`src/rtl/stat_irq_pkg.sv`:
```
// Shared indices and types for the status interrupt controller.
// Assumes two event sources; bit positions are visible on the status port.
package stat_irq_pkg;
    localparam int SRC_VBUS  = 0;
    localparam int SRC_STUCK = 1;
    localparam int NSRC      = 2;
    typedef logic [NSRC-1:0] src_vec_t;
endpackage

```
`src/rtl/stat_irq_deb.sv`:
```
// Level filter: accepts a new input level only after it has held for
// DB_CYCLES consecutive clocks. Input assumed already synchronous.
// flip_o pulses in the cycle whose edge updates level_o.
module stat_irq_deb #(
    parameter int DB_CYCLES = 30000
) (
    input  logic clk,
    input  logic rst_n,
    input  logic raw_i,
    output logic level_o,
    output logic flip_o
);
    localparam int CNT_W = $clog2(DB_CYCLES) + 1;
    localparam logic [CNT_W-1:0] LAST = CNT_W'(DB_CYCLES - 1);

    logic [CNT_W-1:0] cnt_q;
    logic             differ;

    // Flip when the differing level has reached its final count.
    assign differ = raw_i != level_o;
    assign flip_o = differ && (cnt_q == LAST);

    // Count held-different cycles; restart whenever input matches.
    always_ff @(posedge clk) begin
        if (!rst_n) begin
            cnt_q   <= '0;
            level_o <= 1'b0;
        end else if (!differ) begin
            cnt_q <= '0;
        end else if (flip_o) begin
            cnt_q   <= '0;
            level_o <= raw_i;
        end else begin
            cnt_q <= cnt_q + 1'b1;
        end
    end
endmodule

```
`src/rtl/stat_irq_rise.sv`:
```
// Rising-edge detector for a synchronous flag; reset treats the flag as 0.
module stat_irq_rise (
    input  logic clk,
    input  logic rst_n,
    input  logic sig_i,
    output logic rise_o
);
    logic prev_q;

    // Remember last sampled value of the flag.
    always_ff @(posedge clk) begin
        if (!rst_n) prev_q <= 1'b0;
        else        prev_q <= sig_i;
    end

    assign rise_o = sig_i && !prev_q;
endmodule

```
`src/rtl/stat_irq_pend.sv`:
```
// Pending-event register. A read clears bits; an event on the same edge
// as the read wins, so no event is lost.
module stat_irq_pend #(
    parameter int N = 2
) (
    input  logic         clk,
    input  logic         rst_n,
    input  logic [N-1:0] set_i,
    input  logic         clr_i,
    output logic [N-1:0] pend_o
);
    for (genvar i = 0; i < N; i++) begin : g_bit
        // Per-bit sticky latch with read clear.
        always_ff @(posedge clk) begin
            if (!rst_n)        pend_o[i] <= 1'b0;
            else if (set_i[i]) pend_o[i] <= 1'b1;
            else if (clr_i)    pend_o[i] <= 1'b0;
        end
    end
endmodule

```
`src/rtl/stat_irq_pin.sv`:
```
// Request pin logic: combinational so that enable changes act at once.
module stat_irq_pin #(
    parameter int N = 2
) (
    input  logic [N-1:0] pend_i,
    input  logic         en_i,
    input  logic         pol_i,
    output logic         level_o,
    output logic         pull_low_o
);
    logic active;

    // Active only when enabled and something is pending.
    always_comb begin
        active     = en_i && (|pend_i);
        level_o    = active ? pol_i : !pol_i;
        pull_low_o = !level_o;
    end
endmodule

```
`src/rtl/stat_irq_ctrl.sv`:
```
// Top: filters the bus-valid level, detects stuck-flag rises, latches
// pending events and drives the request pin. Inputs assumed synchronous.
module stat_irq_ctrl
    import stat_irq_pkg::*;
#(
    parameter int DB_CYCLES = 30000
) (
    input  logic            clk,
    input  logic            rst_n,
    input  logic            vbus_raw,
    input  logic            stuck_flag,
    input  logic            irq_en,
    input  logic            irq_pol,
    input  logic            stat_rd,
    output logic [NSRC-1:0] stat_bits,
    output logic            vbus_lvl,
    output logic            irq_level,
    output logic            irq_pull_low
);
    logic     vbus_flip;
    logic     stuck_rise;
    src_vec_t evt;

    stat_irq_deb #(.DB_CYCLES(DB_CYCLES)) deb_i (
        .clk(clk), .rst_n(rst_n), .raw_i(vbus_raw),
        .level_o(vbus_lvl), .flip_o(vbus_flip)
    );

    stat_irq_rise rise_i (
        .clk(clk), .rst_n(rst_n), .sig_i(stuck_flag), .rise_o(stuck_rise)
    );

    // Gather event pulses into source order.
    always_comb begin
        evt            = '0;
        evt[SRC_VBUS]  = vbus_flip;
        evt[SRC_STUCK] = stuck_rise;
    end

    stat_irq_pend #(.N(NSRC)) pend_i (
        .clk(clk), .rst_n(rst_n), .set_i(evt), .clr_i(stat_rd),
        .pend_o(stat_bits)
    );

    stat_irq_pin #(.N(NSRC)) pin_i (
        .pend_i(stat_bits), .en_i(irq_en), .pol_i(irq_pol),
        .level_o(irq_level), .pull_low_o(irq_pull_low)
    );
endmodule

```
`config.mk`:
```
export PLATFORM = sky130hd
export DESIGN_NAME = stat_irq_ctrl
export DESIGN_NICKNAME = d
export VERILOG_FILES = /design/src/rtl/stat_irq_pkg.sv /design/src/rtl/stat_irq_deb.sv /design/src/rtl/stat_irq_rise.sv /design/src/rtl/stat_irq_pend.sv /design/src/rtl/stat_irq_pin.sv /design/src/rtl/stat_irq_ctrl.sv
export SDC_FILE = /design/constraint.sdc
export NUM_CORES = 1
export LEC_CHECK = 0
export CORE_ASPECT_RATIO = 1.25
export CORE_MARGIN = 1.5
export CORE_UTILIZATION = 25
export DETAILED_ROUTE_END_ITERATION = 8
export DONT_BUFFER_PORTS = 1
export PLACE_DENSITY = 0.47
export RECOVER_POWER = 50
export SLEW_MARGIN = 20
export SYNTH_ARGS = -nofsm -noshare
export SYNTH_HDL_FRONTEND = slang
export SYNTH_SLANG_ARGS = --single-unit
```
`constraint.sdc`:
```
create_clock -name clk -period 3.9 [get_ports clk]
set_input_delay 0.78 -clock clk [delete_from_list [all_inputs] [get_ports clk]]
set_output_delay 0.78 -clock clk [all_outputs]
set_load 0.02 [all_outputs]
```
==> results.md <==
Status:
- The flow ran to the end, and the final reports show no timing, DRC or antenna violations.

Worst hold path:
- In this run the most critical hold path is launched from deb_i.cnt_q[0].
- The cell count of the worst hold path is 1.
- The tightest min-delay check is of the reg2reg type.

Critical path:
- The largest incremental delay on the critical path is 0.95 ns.
- The worst setup path is launched from a flop.
- The number of buffers and inverters on the critical path is 0.
- In this run the worst setup path begins at deb_i.cnt_q[6].
- The start of the worst register-to-register path is deb_i.cnt_q[6].
- At the worst endpoint, the arrival time is 2.75 ns.
- The family with the most delay on the worst path is simple AND/OR/NAND/NOR gates.
- Counting cells, the worst reg-to-reg path comes to 4.
- The critical path crosses 4 cells after its start point.
- The startpoint-to-endpoint class of the critical path is reg2reg.
- The worst setup path is captured at a flop.
- STA puts the critical path data required time at 4.00 ns.
- Traced cell by cell, the critical path runs through or4_1 > nor4_1 > or2_0 > nor2_1.
- The slowest library cell on the worst path is sky130_fd_sc_hd__or2_0.
- Along the worst path, the maximum fanout reaches 15.
- The register-to-register path setup slack is 1.25 ns.

Logic synthesis:
- The count of flip-flops with a built-in enable after synthesis is 0.
- The share of async-settable or async-resettable flops after synthesis is 0%.
- The number of nets in the synthesized netlist is 107.
- The number of warnings printed during yosys synthesis is 0.
- Of the synthesized area, sequential elements account for 44.1%.
- The post-synthesis instance area is 908 µm².
- The commonest cells after synthesis are sky130_fd_sc_hd__dfxtp_1 (20), sky130_fd_sc_hd__xnor2_1 (13), sky130_fd_sc_hd__nor2_2 (10).
- The count of state elements after synthesis is 20.
- Sorting the synthesized cells by area gives the leading types as sky130_fd_sc_hd__dfxtp_1 (44%), sky130_fd_sc_hd__xnor2_1 (13%), sky130_fd_sc_hd__nor2_2 (6.9%).
- The commonest register cell after synthesis is sky130_fd_sc_hd__dfxtp_1.
- The top cell type by area accounts for 44.1% of the synthesized area.
- Synthesis instantiated 24 different standard cells from the library.
- The number of cells produced by synthesis is 99.
- The leading area contributor after synthesis is sky130_fd_sc_hd__dfxtp_1.
- In this run the mean area of a mapped cell was 9.18 µm².
- The cell with the most instances after synthesis is sky130_fd_sc_hd__dfxtp_1.

Pwr:
- IR analysis of the VDD net gives a maximum drop of 0.207 mV.
- The power after layout is 0.426 mW.
- The switching portion of total power is 18.6%.
- The internal power consumption is 0.347 mW.
- Summed over all cells, the static leakage comes to 0.292 nW.
- The analysis attributes to net switching a power of 0.0792 mW.
- Of the total power, combinational logic draws 3.0%.
- Of the total power, the clock network draws 48.1%.
- The part of the total power dissipated in sequential elements is 49.0%.
- The total power divided by cell area is 430 nW/µm².

Cells and area:
- The post-route non-filler standard cell count is 140.
- In the final layout, the multi-input gates occupy 440 µm².
- The finished cells cover 991 µm².
- At the end of the flow, the number of nets in the layout was 110.
- The filler cell count is 375.
- Measured on the finished design, the core utilization comes to 28.4%.
- The antenna cell count is 0.
- The synthesis-to-layout area growth is 9.09%.
- The sequential cells in the finished layout cover a total of 400 µm².
- Cells with a size suffix above 1 make up 14.9% of the layout.

Timing:
- The final max-slew violation count is 0.
- The setup-violating endpoint count in the final report is 0.
- Hold is met by 0.461 ns.
- In this run the tightest slew margin relative to its limit is 23.0%.
- The worst path meets setup with 1.25 ns of slack.
- The final period demand of the worst path is 2.65 ns.
- At the pin with the least slew margin, the transition time is 1.15 ns.
- Dividing the final minimum period by the clock period gives 67.8%.
- Setup repair after global routing left no endpoint under its margin.
- The total negative setup slack is 0 ns.
- The number of failing hold endpoints at the final stage is 0.
- The maximum operating frequency is 378 MHz.
- For the final database, setup skew stands at 0.00682 ns.

Global route:
- The leftover overflow at the end of global routing is 0.
- The via count of the first global-routing pass was 651.
- For this run, the total global-route usage over all layers was measured as 8.24%.
- The initial antenna violation count is 0.
- Entering global routing, the biggest net connects 16 pins.
- The wire length of the first global-routing pass is 2630 µm.

Floorplan:
- The die is 70.4 µm tall.
- The die extent in x is 56.9 µm.
- For this configuration, the core starts out at a cell density of 26.1%.
- The die covers 4010 µm².
- The number of placement rows is 24.
- Pin placement for this block handled 12 I/O pins.
- The placeable core region is 3480 µm².

Clock network:
- The hold buffer count at CTS is 0.
- CTS saw 20 sinks.
- Clock-pin slew was measured on the worst setup and hold paths at 0.08 ns.
- TritonCTS created 3 clock buffers.
- Buffers added to address setup during post-CTS repair amount to 0.
- The worst-skew pair later-pin latency is 0.26 ns.
- The number of instances resized during post-cts repair is 0.
- The level count of the clock H-tree is 1.
- TritonCTS built the clock tree.
- The clock root buffer is sky130_fd_sc_hd__clkbuf_8.
- No sink is reached through more buffers than the 2 on the longest clock path.

Place:
- The post-DP HPWL is 1080 µm.
- The count of port buffers added during placement is 0.
- The routability congestion estimate is 0.722.
- Including well taps, the total number of placed cells is 136.
- The pre-CTS setup slack is 1.60 ns.
- After detailed placement, the total cell area comes to 926 µm².

Detailed routing:
- The remaining antenna violation count is 0.
- The first-pass detailed-route iteration total is 4.
- The routed layout has 635 vias.
- The starting DRC count in detailed routing is 13.
- The post-route DRC violation count is 0.
- In the final routed layout, each cell accounts on average for 10.7 µm.
- The detailed-route wire length is 1500 µm.
- Dividing the detail-routed via count by the number of cells gives 4.54.

Flow run:
- The total of max-cap violations is 0.
[kinds of logic (layout without fill, tap and decap cells)]
group | count (synthesis) | count (layout) | synth area share (%)
buffers and inverters | 10 | 12 | 6.75
XOR/XNOR | 16 | 16 | 15.4
AO/OA/AOI/OAI | 3 | 3 | 1.79
AND/OR/NAND/NOR | 48 | 48 | 29.5
adder cells (fa/ha/maj) | 1 | 1 | 1.38
multiplexers | 1 | 1 | 1.10
flip-flops | 20 | 20 | 44.1
[worst register-to-register path, cell delays in order (launching register included)]
cell and delay [ns]:
sky130_fd_sc_hd__dfxtp_1 0.34, sky130_fd_sc_hd__or4_1 0.54, sky130_fd_sc_hd__nor4_1 0.56, sky130_fd_sc_hd__or2_0 0.95, sky130_fd_sc_hd__nor2_1 0.11
[power by group through the flow]
| stage | Combinational [mW] | Sequential [mW] | Clock, mW |
|---|---|---|---|
| 6_report | 0.0126 | 0.209 | 0.205 |
| 5_1_grt | 0.0144 | 0.209 | 0.221 |
| 4_1_cts | 0.0130 | 0.209 | 0.209 |
| 3_5_place_dp | 0.0130 | 0.213 | 0 |
| 3_3_place_gp | 0.0128 | 0.213 | 0 |
| 2_1_floorplan | 0.0148 | 0.213 | 0 |
[worst paths after layout]
kind,end
setup reg to reg,deb_i.cnt_q[8]
setup / recovery,deb_i.cnt_q[8]
hold / removal,deb_i.cnt_q[0]
hold reg to reg,deb_i.cnt_q[0]
[state kept, by name, summed over array words and instances, names as in the netlist]
name	count
deb_i.level_o	1
deb_i.cnt_q	16
pend_i.pend_o	2
rise_i.prev_q	1
[cell type report]
class / count / share of cell area, %
multi-input combinational: 69 / 44.4
inverter: 8 / 3.03
clock buffer: 3 / 4.17
sequential: 20 / 40.4
tap: 39 / 4.92
clock inverter: 1 / 3.03
[cells in the final DEF, fill, tap and decap left out]
master,instances
sky130_fd_sc_hd__dfxtp_1,20
sky130_fd_sc_hd__xnor2_1,13
sky130_fd_sc_hd__nor2_2,10
sky130_fd_sc_hd__nor2_1,9
sky130_fd_sc_hd__inv_1,8
sky130_fd_sc_hd__nor4_1,6
sky130_fd_sc_hd__nand2_1,5
sky130_fd_sc_hd__nand4_1,4
sky130_fd_sc_hd__nand3_1,4
sky130_fd_sc_hd__xor2_1,3
sky130_fd_sc_hd__nor3_1,3
sky130_fd_sc_hd__clkbuf_8,3
sky130_fd_sc_hd__o21ai_0,2
sky130_fd_sc_hd__and2_1,1
sky130_fd_sc_hd__or4_1,1
sky130_fd_sc_hd__or3b_2,1
sky130_fd_sc_hd__or2_0,1
sky130_fd_sc_hd__nand3b_1,1
sky130_fd_sc_hd__o22ai_1,1
sky130_fd_sc_hd__and2_0,1
sky130_fd_sc_hd__mux2i_1,1
sky130_fd_sc_hd__nor2b_1,1
sky130_fd_sc_hd__ha_1,1
sky130_fd_sc_hd__bufinv_16,1
[metal layers]
metal  GRT usage [%]  vias to the layer above  wire length, µm
met5               0                        -                0
met3            2.78                        2               77
met4            3.88                        0               13
li1                -                      329                -
met2            13.3                       12              700
met1            9.68                      292              712
Note: power is estimated with default switching activity, not from simulation.
